==> src/rtl/extint_pkg.sv <==
package extint_pkg;
  localparam int DATA_W = 8;
  localparam logic [DATA_W-1:0] WR_MASK = 8'h73;

  localparam int BIT_PUD   = 6;
  localparam int BIT_SE    = 5;
  localparam int BIT_SM    = 4;

  typedef enum logic [1:0] {
    SENSE_LOW  = 2'b00,
    SENSE_ANY  = 2'b01,
    SENSE_FALL = 2'b10,
    SENSE_RISE = 2'b11
  } sense_e;

  typedef struct packed {
    logic riseEn;
    logic fallEn;
    logic ackClr;
  } dp_ctrl_t;
endpackage

==> src/rtl/extint_datapath.sv <==
module extint_datapath
  import extint_pkg::*;
#(
  parameter int SYNC_STAGES = 2
) (
  input  logic     clk,
  input  logic     rstN,
  input  logic     pinIn,
  input  dp_ctrl_t ctrl,
  output logic     pinLow,
  output logic     edgeHit,
  output logic     pendingQ
);
  localparam int LAST = SYNC_STAGES - 1;

  logic [SYNC_STAGES-1:0] syncQ;
  logic sampleQ;
  logic prevQ;
  logic riseSeen;
  logic fallSeen;

  generate
    genvar gi;
    for (gi = 0; gi < SYNC_STAGES; gi++) begin : g_sync
      if (gi == 0) begin : g_first
        always_ff @(posedge clk) begin
          if (!rstN) syncQ[gi] <= 1'b1;
          else       syncQ[gi] <= pinIn;
        end
      end else begin : g_next
        always_ff @(posedge clk) begin
          if (!rstN) syncQ[gi] <= 1'b1;
          else       syncQ[gi] <= syncQ[gi-1];
        end
      end
    end
  endgenerate

  always_ff @(posedge clk) begin
    if (!rstN) begin
      sampleQ <= 1'b1;
      prevQ   <= 1'b1;
    end else begin
      sampleQ <= syncQ[LAST];
      prevQ   <= sampleQ;
    end
  end

  assign riseSeen = sampleQ & ~prevQ;
  assign fallSeen = ~sampleQ & prevQ;
  assign edgeHit  = (ctrl.riseEn & riseSeen) | (ctrl.fallEn & fallSeen);
  assign pinLow   = ~sampleQ;

  always_ff @(posedge clk) begin
    if (!rstN)            pendingQ <= 1'b0;
    else if (edgeHit)     pendingQ <= 1'b1;
    else if (ctrl.ackClr) pendingQ <= 1'b0;
  end
endmodule

==> src/rtl/extint_control.sv <==
module extint_control
  import extint_pkg::*;
#(
  parameter int ADDR_W   = 6,
  parameter int REG_ADDR = 'h35
) (
  input  logic              clk,
  input  logic              rstN,
  input  logic [ADDR_W-1:0] busAddr,
  input  logic              busWe,
  input  logic [DATA_W-1:0] busWdata,
  output logic [DATA_W-1:0] busRdata,
  input  logic              globalIe,
  input  logic              intMask,
  input  logic              intAck,
  input  logic              sleepCmd,
  input  logic              pinLow,
  input  logic              pendingQ,
  output dp_ctrl_t          ctrl,
  output logic [DATA_W-1:0] ctrlReg,
  output logic              intReq,
  output logic              pullupDisable,
  output logic              sleepEnable,
  output logic              sleepModeSel,
  output logic              sleepGo
);
  localparam logic [ADDR_W-1:0] REG_SEL = REG_ADDR[ADDR_W-1:0];

  logic   hit;
  sense_e sense;
  logic   levelMode;
  logic   srcActive;

  assign hit = (busAddr == REG_SEL);

  always_ff @(posedge clk) begin
    if (!rstN)             ctrlReg <= '0;
    else if (busWe && hit) ctrlReg <= busWdata & WR_MASK;
  end

  assign busRdata = hit ? ctrlReg : '0;

  assign sense       = sense_e'(ctrlReg[1:0]);
  assign levelMode   = (sense == SENSE_LOW);
  assign ctrl.riseEn = (sense == SENSE_ANY) || (sense == SENSE_RISE);
  assign ctrl.fallEn = (sense == SENSE_ANY) || (sense == SENSE_FALL);
  assign ctrl.ackClr = intAck;

  assign srcActive = levelMode ? pinLow : pendingQ;
  assign intReq    = srcActive & globalIe & intMask;

  assign pullupDisable = ctrlReg[BIT_PUD];
  assign sleepEnable   = ctrlReg[BIT_SE];
  assign sleepModeSel  = ctrlReg[BIT_SM];
  assign sleepGo       = sleepCmd & sleepEnable;
endmodule

==> src/rtl/extint_sense_top.sv <==
module extint_sense_top
  import extint_pkg::*;
#(
  parameter int ADDR_W      = 6,
  parameter int REG_ADDR    = 'h35,
  parameter int SYNC_STAGES = 2
) (
  input  logic              clk,
  input  logic              rstN,
  input  logic              pinIn,
  input  logic [ADDR_W-1:0] busAddr,
  input  logic              busWe,
  input  logic [7:0]        busWdata,
  output logic [7:0]        busRdata,
  input  logic              globalIe,
  input  logic              intMask,
  input  logic              intAck,
  input  logic              sleepCmd,
  output logic              intReq,
  output logic              pullupDisable,
  output logic              sleepEnable,
  output logic              sleepModeSel,
  output logic              sleepGo
);
  dp_ctrl_t          ctrl;
  logic              pinLow;
  logic              edgeHit;
  logic              pendingQ;
  logic [DATA_W-1:0] ctrlReg;

  extint_control #(.ADDR_W(ADDR_W), .REG_ADDR(REG_ADDR)) u_ctrl (
    .clk(clk), .rstN(rstN),
    .busAddr(busAddr), .busWe(busWe), .busWdata(busWdata), .busRdata(busRdata),
    .globalIe(globalIe), .intMask(intMask), .intAck(intAck), .sleepCmd(sleepCmd),
    .pinLow(pinLow), .pendingQ(pendingQ),
    .ctrl(ctrl), .ctrlReg(ctrlReg), .intReq(intReq),
    .pullupDisable(pullupDisable), .sleepEnable(sleepEnable),
    .sleepModeSel(sleepModeSel), .sleepGo(sleepGo)
  );

  extint_datapath #(.SYNC_STAGES(SYNC_STAGES)) u_dp (
    .clk(clk), .rstN(rstN), .pinIn(pinIn), .ctrl(ctrl),
    .pinLow(pinLow), .edgeHit(edgeHit), .pendingQ(pendingQ)
  );
endmodule

==> config.mk <==
export PLATFORM = sky130hd
export DESIGN_NAME = extint_sense_top
export DESIGN_NICKNAME = d
export VERILOG_FILES = /design/src/rtl/extint_pkg.sv /design/src/rtl/extint_datapath.sv /design/src/rtl/extint_control.sv /design/src/rtl/extint_sense_top.sv
export SDC_FILE = /design/constraint.sdc
export NUM_CORES = 1
export LEC_CHECK = 0
export BUFFER_PORTS_ARGS = -buffer_cell sky130_fd_sc_hd__buf_2
export CAP_MARGIN = 5
export CORE_AREA = 3 3 40 42
export CTS_BUF_LIST = sky130_fd_sc_hd__clkbuf_2
export CTS_CLUSTER_SIZE = 40
export DETAILED_ROUTE_END_ITERATION = 7
export DIE_AREA = 0 0 43 45
export PLACE_DENSITY = 0.77
export REMOVE_ABC_BUFFERS = 1
export SKIP_CTS_REPAIR_TIMING = 1
export SLEW_MARGIN = 20
export SYNTH_ARGS = -nofsm -noshare
export SYNTH_HDL_FRONTEND = slang
export SYNTH_SLANG_ARGS = --single-unit
==> constraint.sdc <==
create_clock -name clk -period 2.55 [get_ports clk]
set_input_delay 0.51 -clock clk [delete_from_list [all_inputs] [get_ports clk]]
set_output_delay 0.51 -clock clk [all_outputs]
set_load 0.005 [all_outputs]
Yosys cells after proc, flatten, opt, wreduce, memory -nomap -nowiden
Cells that the tools add are included.
Word-level totals
  register bits after elaboration: 10
  input bits: 22
  output and inout port bits: 13
  word-level logic and storage cells: 29
Cells by class
  eq/ne operators: 4
  muxes and demuxes: 4
  bitwise operators: 10
  reductions and logical operators: 5
Operator list (count)
  1-bit AND: 7
  7-bit 2-to-1 mux: 1
  6-bit equality test, second input constant: 1
  2-bit equality test, second input constant: 2
  1-bit 2-to-1 mux: 3
  2-bit by 1-bit equality test with 1-bit output, second input constant: 1
  2-bit logical NOT: 1
  1-bit logical OR: 2
  1-bit inverter: 2
  2-bit nonzero test: 1
  1-bit logical AND: 1
  1-bit bitwise OR: 1

Depth between registers and ports, before layout
  depth after elaboration: 5
  gate-level depth with buffers: 4

Cells and area by module
From an unflattened synthesis, not the netlist that was laid out.
Second synthesis, totals
  cell total of the unflattened synthesis: 68
  area, all modules: 608.1 sq um
By module, submodules not included
  extint_control: instances 1, cells each 51, area an instance 437.9 sq um, sequential area each 100.1 sq um
  extint_datapath: instances 1, cells each 17, area an instance 170.2 sq um, sequential area each 100.1 sq um

Worst setup path before layout
Ideal clock, no wire load.
  path type: input to output
  from: in busAddr[3]
  to: out busRdata[0]
  arrival: 1.079 ns
  required time: 2.040 ns
  slack: 0.961 ns
  stages on the path: 3
  path buffers: 0
  cells stage by stage: nand4b_4 > nor3b_4 > and2_1
Between the ends
  longest elaborated chain between the ends: 2
Ends and longest elaborated chain
  start, declared: RTL line extint_sense_top.sv:11  | input logic [ADDR_W-1:0] busAddr,
  6-bit equality test: RTL line extint_control.sv:34  | assign hit = (busAddr == REG_SEL);
  7-bit 2-to-1 mux: RTL line extint_control.sv:41  | assign busRdata = hit ? ctrlReg : '0;
  end, declared: RTL line extint_sense_top.sv:14  | output logic [7:0] busRdata,
No other way between the ends.

Worst setup path in the final report
  from: in busAddr[3]
  to: out busRdata[6]
The elaborated chain is that of the path after synthesis.

==> results by group <==
Cells and area
  • Fin nets: ~110
  • Layout cells sized above 1: 0.386
  • Fillcell total: about 140
  • Ant diodes: 0
  • Post-layout instance area: roughly 700 µm²
  • Area grow syn2layout: 29.3%

Flow run
  • Max-cap viol count: 0

Synthesis
  • Yosys top cell area share: 0.372
  • Fraction of the mapped netlist area in adder cells: 0.0698
  • Syn_area_per_cell: about 9 µm²
  • Cell taking the most area after synthesis: dfxtp_1
  • Synth area leaders: dfxtp_1 (37%), mux2i_1 (9.3%), nand2_1 (7.7%), and2_1 (7.0%), ha_1 (7.0%)
  • Largest family of logic cells by synthesized area: simple AND/OR/NAND/NOR gates
  • Area fraction in compound gates after synthesis: 0.0395
  • Synth Cell Area: 538 µm²
  • Distinct cells, synth: 18
  • Most used DFF post-synth: dfxtp_1
  • Post-Synthesis Cells: 58
  • Post-synthesis xor/xnor area fraction: 0
  • Yosys warns: 0
  • FFs w/ async S/R, synth: 0
  • EDFF count, synth: 0
  • Simple-gate share of the synthesized area: 0.340
  • Sequential fraction of the synthesis area: 0.372
  • #FFs+latches synth: 10
  • Post-synthesis mux area share: 0.0930

Detailed routing
  • Post-Route WL: 1.04 mm
  • Routed via count: about 470
  • Residual DRC: 0
  • Final antenna-violating net count: 0
  • Iter 0 DRT Violations: 6
  • Pre-antenna DRT Iters: 3
  • DR vias/cell: around 4.5
  • Routed length per placed instance: just over 10 µm

Pwr
  • Sequential share of power: 0.579
  • P_int: approximately 210 µW
  • P_sw: around 67 µW
  • P per Cell Area: between 300 and 400 nW/µm²
  • Switching Fraction: 0.243
  • Lkg Pwr: between 0.0003 and 0.0004 µW
  • Final Total Pwr: 275 µW
  • Power share of the clock group: 0.315
  • Gate power share: 0.106
  • Max VDD drop: 0.318 mV

Timing
  • Final period util: 0.733
  • Unrepaired setup endpoints after global routing: false
  • Final Max Tran Viols: 0
  • Final Skew: about 0.0066 ns
  • Final Hold Fails: 0
  • Post-route minimum period: 1.87 ns
  • Hold slack: about 0.42 ns
  • TNS Setup: 0 ns
  • Setup Viol. Count Final: 0
  • Highest clock rate: roughly 540 MHz

Worst setup path
  • Worst EP arrival: roughly 1.4 ns
  • Req. time, crit path: roughly 2.0 ns
  • CP Max Fanout: 5
  • Critical path class: primary input to output pin
  • CP Capture Type: output pin
  • R2R Setup Slk: around 1.5 ns
  • Critical Path Source Type: primary input

Clock network
  • CTS buffer count: 3
  • Worst-Skew Late Latency: about 0.25 ns
  • H-tree levels: 1
  • Maximum buffer depth of the clock tree: 2
  • CTS tree: yes
  • Reg clk slew, reported paths: around 0.10 ns
  • CTS Sinks: 10
  • Root buf cell: clkbuf_2

Placed design
  • Port bufs: 28
  • Post-DP Area: approximately 680 µm²
  • Routability cong.: about 0.67
  • HPWL after DPL: 874 µm

Global routing
  • First-pass GRT wire length: around 1.8 mm
  • Overflow after GRT: 0
  • Initial antenna violation count: 0
  • Gr usage total: 0.125
  • Largest net degree at the start of global routing: 16
  • Number of global-route vias before repair: roughly 430

Worst hold path
  • Hold Crit Class: register to register

Die
  • Core footprint: about 1300 µm²
  • Die ar.: a little under 2000 µm²
  • Die width: ~43 µm
  • IO Pins: 35
  • Rows: 13
  • Die height: roughly 45 µm
  • Initial Util: 0.419

Outcome
  • Status: completed
==> per-layer routing <==
layer  wire length, µm  global-route usage  up-vias  part of all wire
met5                 0                   0        -                 0
met4                 0              0.0181        0                 0
met3                95              0.0598        0             0.091
met2               550               0.225       20              0.53
met1               395               0.137      206              0.38
li1                  -                   -      241                 -
==> synthesized netlist by cell type, drive strengths merged (2+ instances only) <==
library cell,n
buf,4
mux2i,5
dfxtp,10
nor2,2
ha,3
inv,4
nand3b,2
nand2b,5
and2,6
nand2,11
==> state kept, by name (all words and copies together), names as in the netlist <==
register / cells
u_ctrl.ctrlReg: 5
u_dp.sampleQ: 1
u_dp.prevQ: 1
u_dp.syncQ: 2
u_dp.pendingQ: 1
==> layout make-up <==
class | instances | area [µm²] | share of cell area
Clock inverter | 1 | 3.75 | 0.00540
Clock buffer | 3 | 15.0 | 0.0216
Inverter | 4 | 15.0 | 0.0216
Sequential cell | 10 | 200 | 0.288
Multi-Input combinational cell | 42 | 303 | 0.435
Timing Repair Buffer | 28 | 140 | 0.201
Tap cell | 15 | 18.8 | 0.0270
==> metrics by stage <==
stage,worst slack (ns),cells,util
2_1_floorplan,0.961,56,-
3_3_place_gp,0.686,99,0.527
3_5_place_dp,0.664,99,0.527
4_1_cts,0.664,103,0.541
5_1_grt,0.581,103,0.541
6_report,0.681,103,0.541
==> placed cells by master (no fill, tap or decap), types with 2 or more instances in the layout <==
| master | n |
|---|---|
| and2_1 | 6 |
| buf_2 | 28 |
| clkbuf_2 | 3 |
| conb_1 | 3 |
| dfxtp_1 | 10 |
| ha_1 | 3 |
| inv_1 | 4 |
| mux2i_1 | 5 |
| nand2_1 | 11 |
| nand2b_1 | 5 |
| nand3b_1 | 2 |
==> cell families after synthesis <==
kind of cell    Yosys count
compound gates            3
fa+ha+maj                 3
buf+inv                   8
simple gates             28
flops                    10
other cells               1
mux                       5
==> final timing paths <==
check | depth (start not counted) | startpoint | end
hold reg to reg | 1 | u_dp.syncQ[0]$_SDFF_PN1_ | u_dp.syncQ[1]$_SDFF_PN1_
setup reg to reg | 4 | u_ctrl.ctrlReg[0]$_SDFFE_PN0P_ | u_dp.pendingQ$_SDFFE_PN0P_
hold / removal | 1 | u_dp.syncQ[0]$_SDFF_PN1_ | u_dp.syncQ[1]$_SDFF_PN1_
setup / recovery | 5 | busAddr[3] | busRdata[6]
==> power groups by stage <==
stage	Clock [µW]	Combinational [µW]	Sequential, µW
after floorplan	0	10.1	163
after global placement	0	28.3	163
after detailed placement	0	29.3	163
after CTS	93.5	29.4	160
after global routing	101	33.4	160
final	86.7	29.1	160
==> worst max-delay path, cell delays in order <==
cell,delay [ns]
buf_2,0.10
nand4b_4,0.19
nor3b_4,0.29
and2_1,0.16
buf_2,0.11
Note: power is estimated with default switching activity, not from simulation.
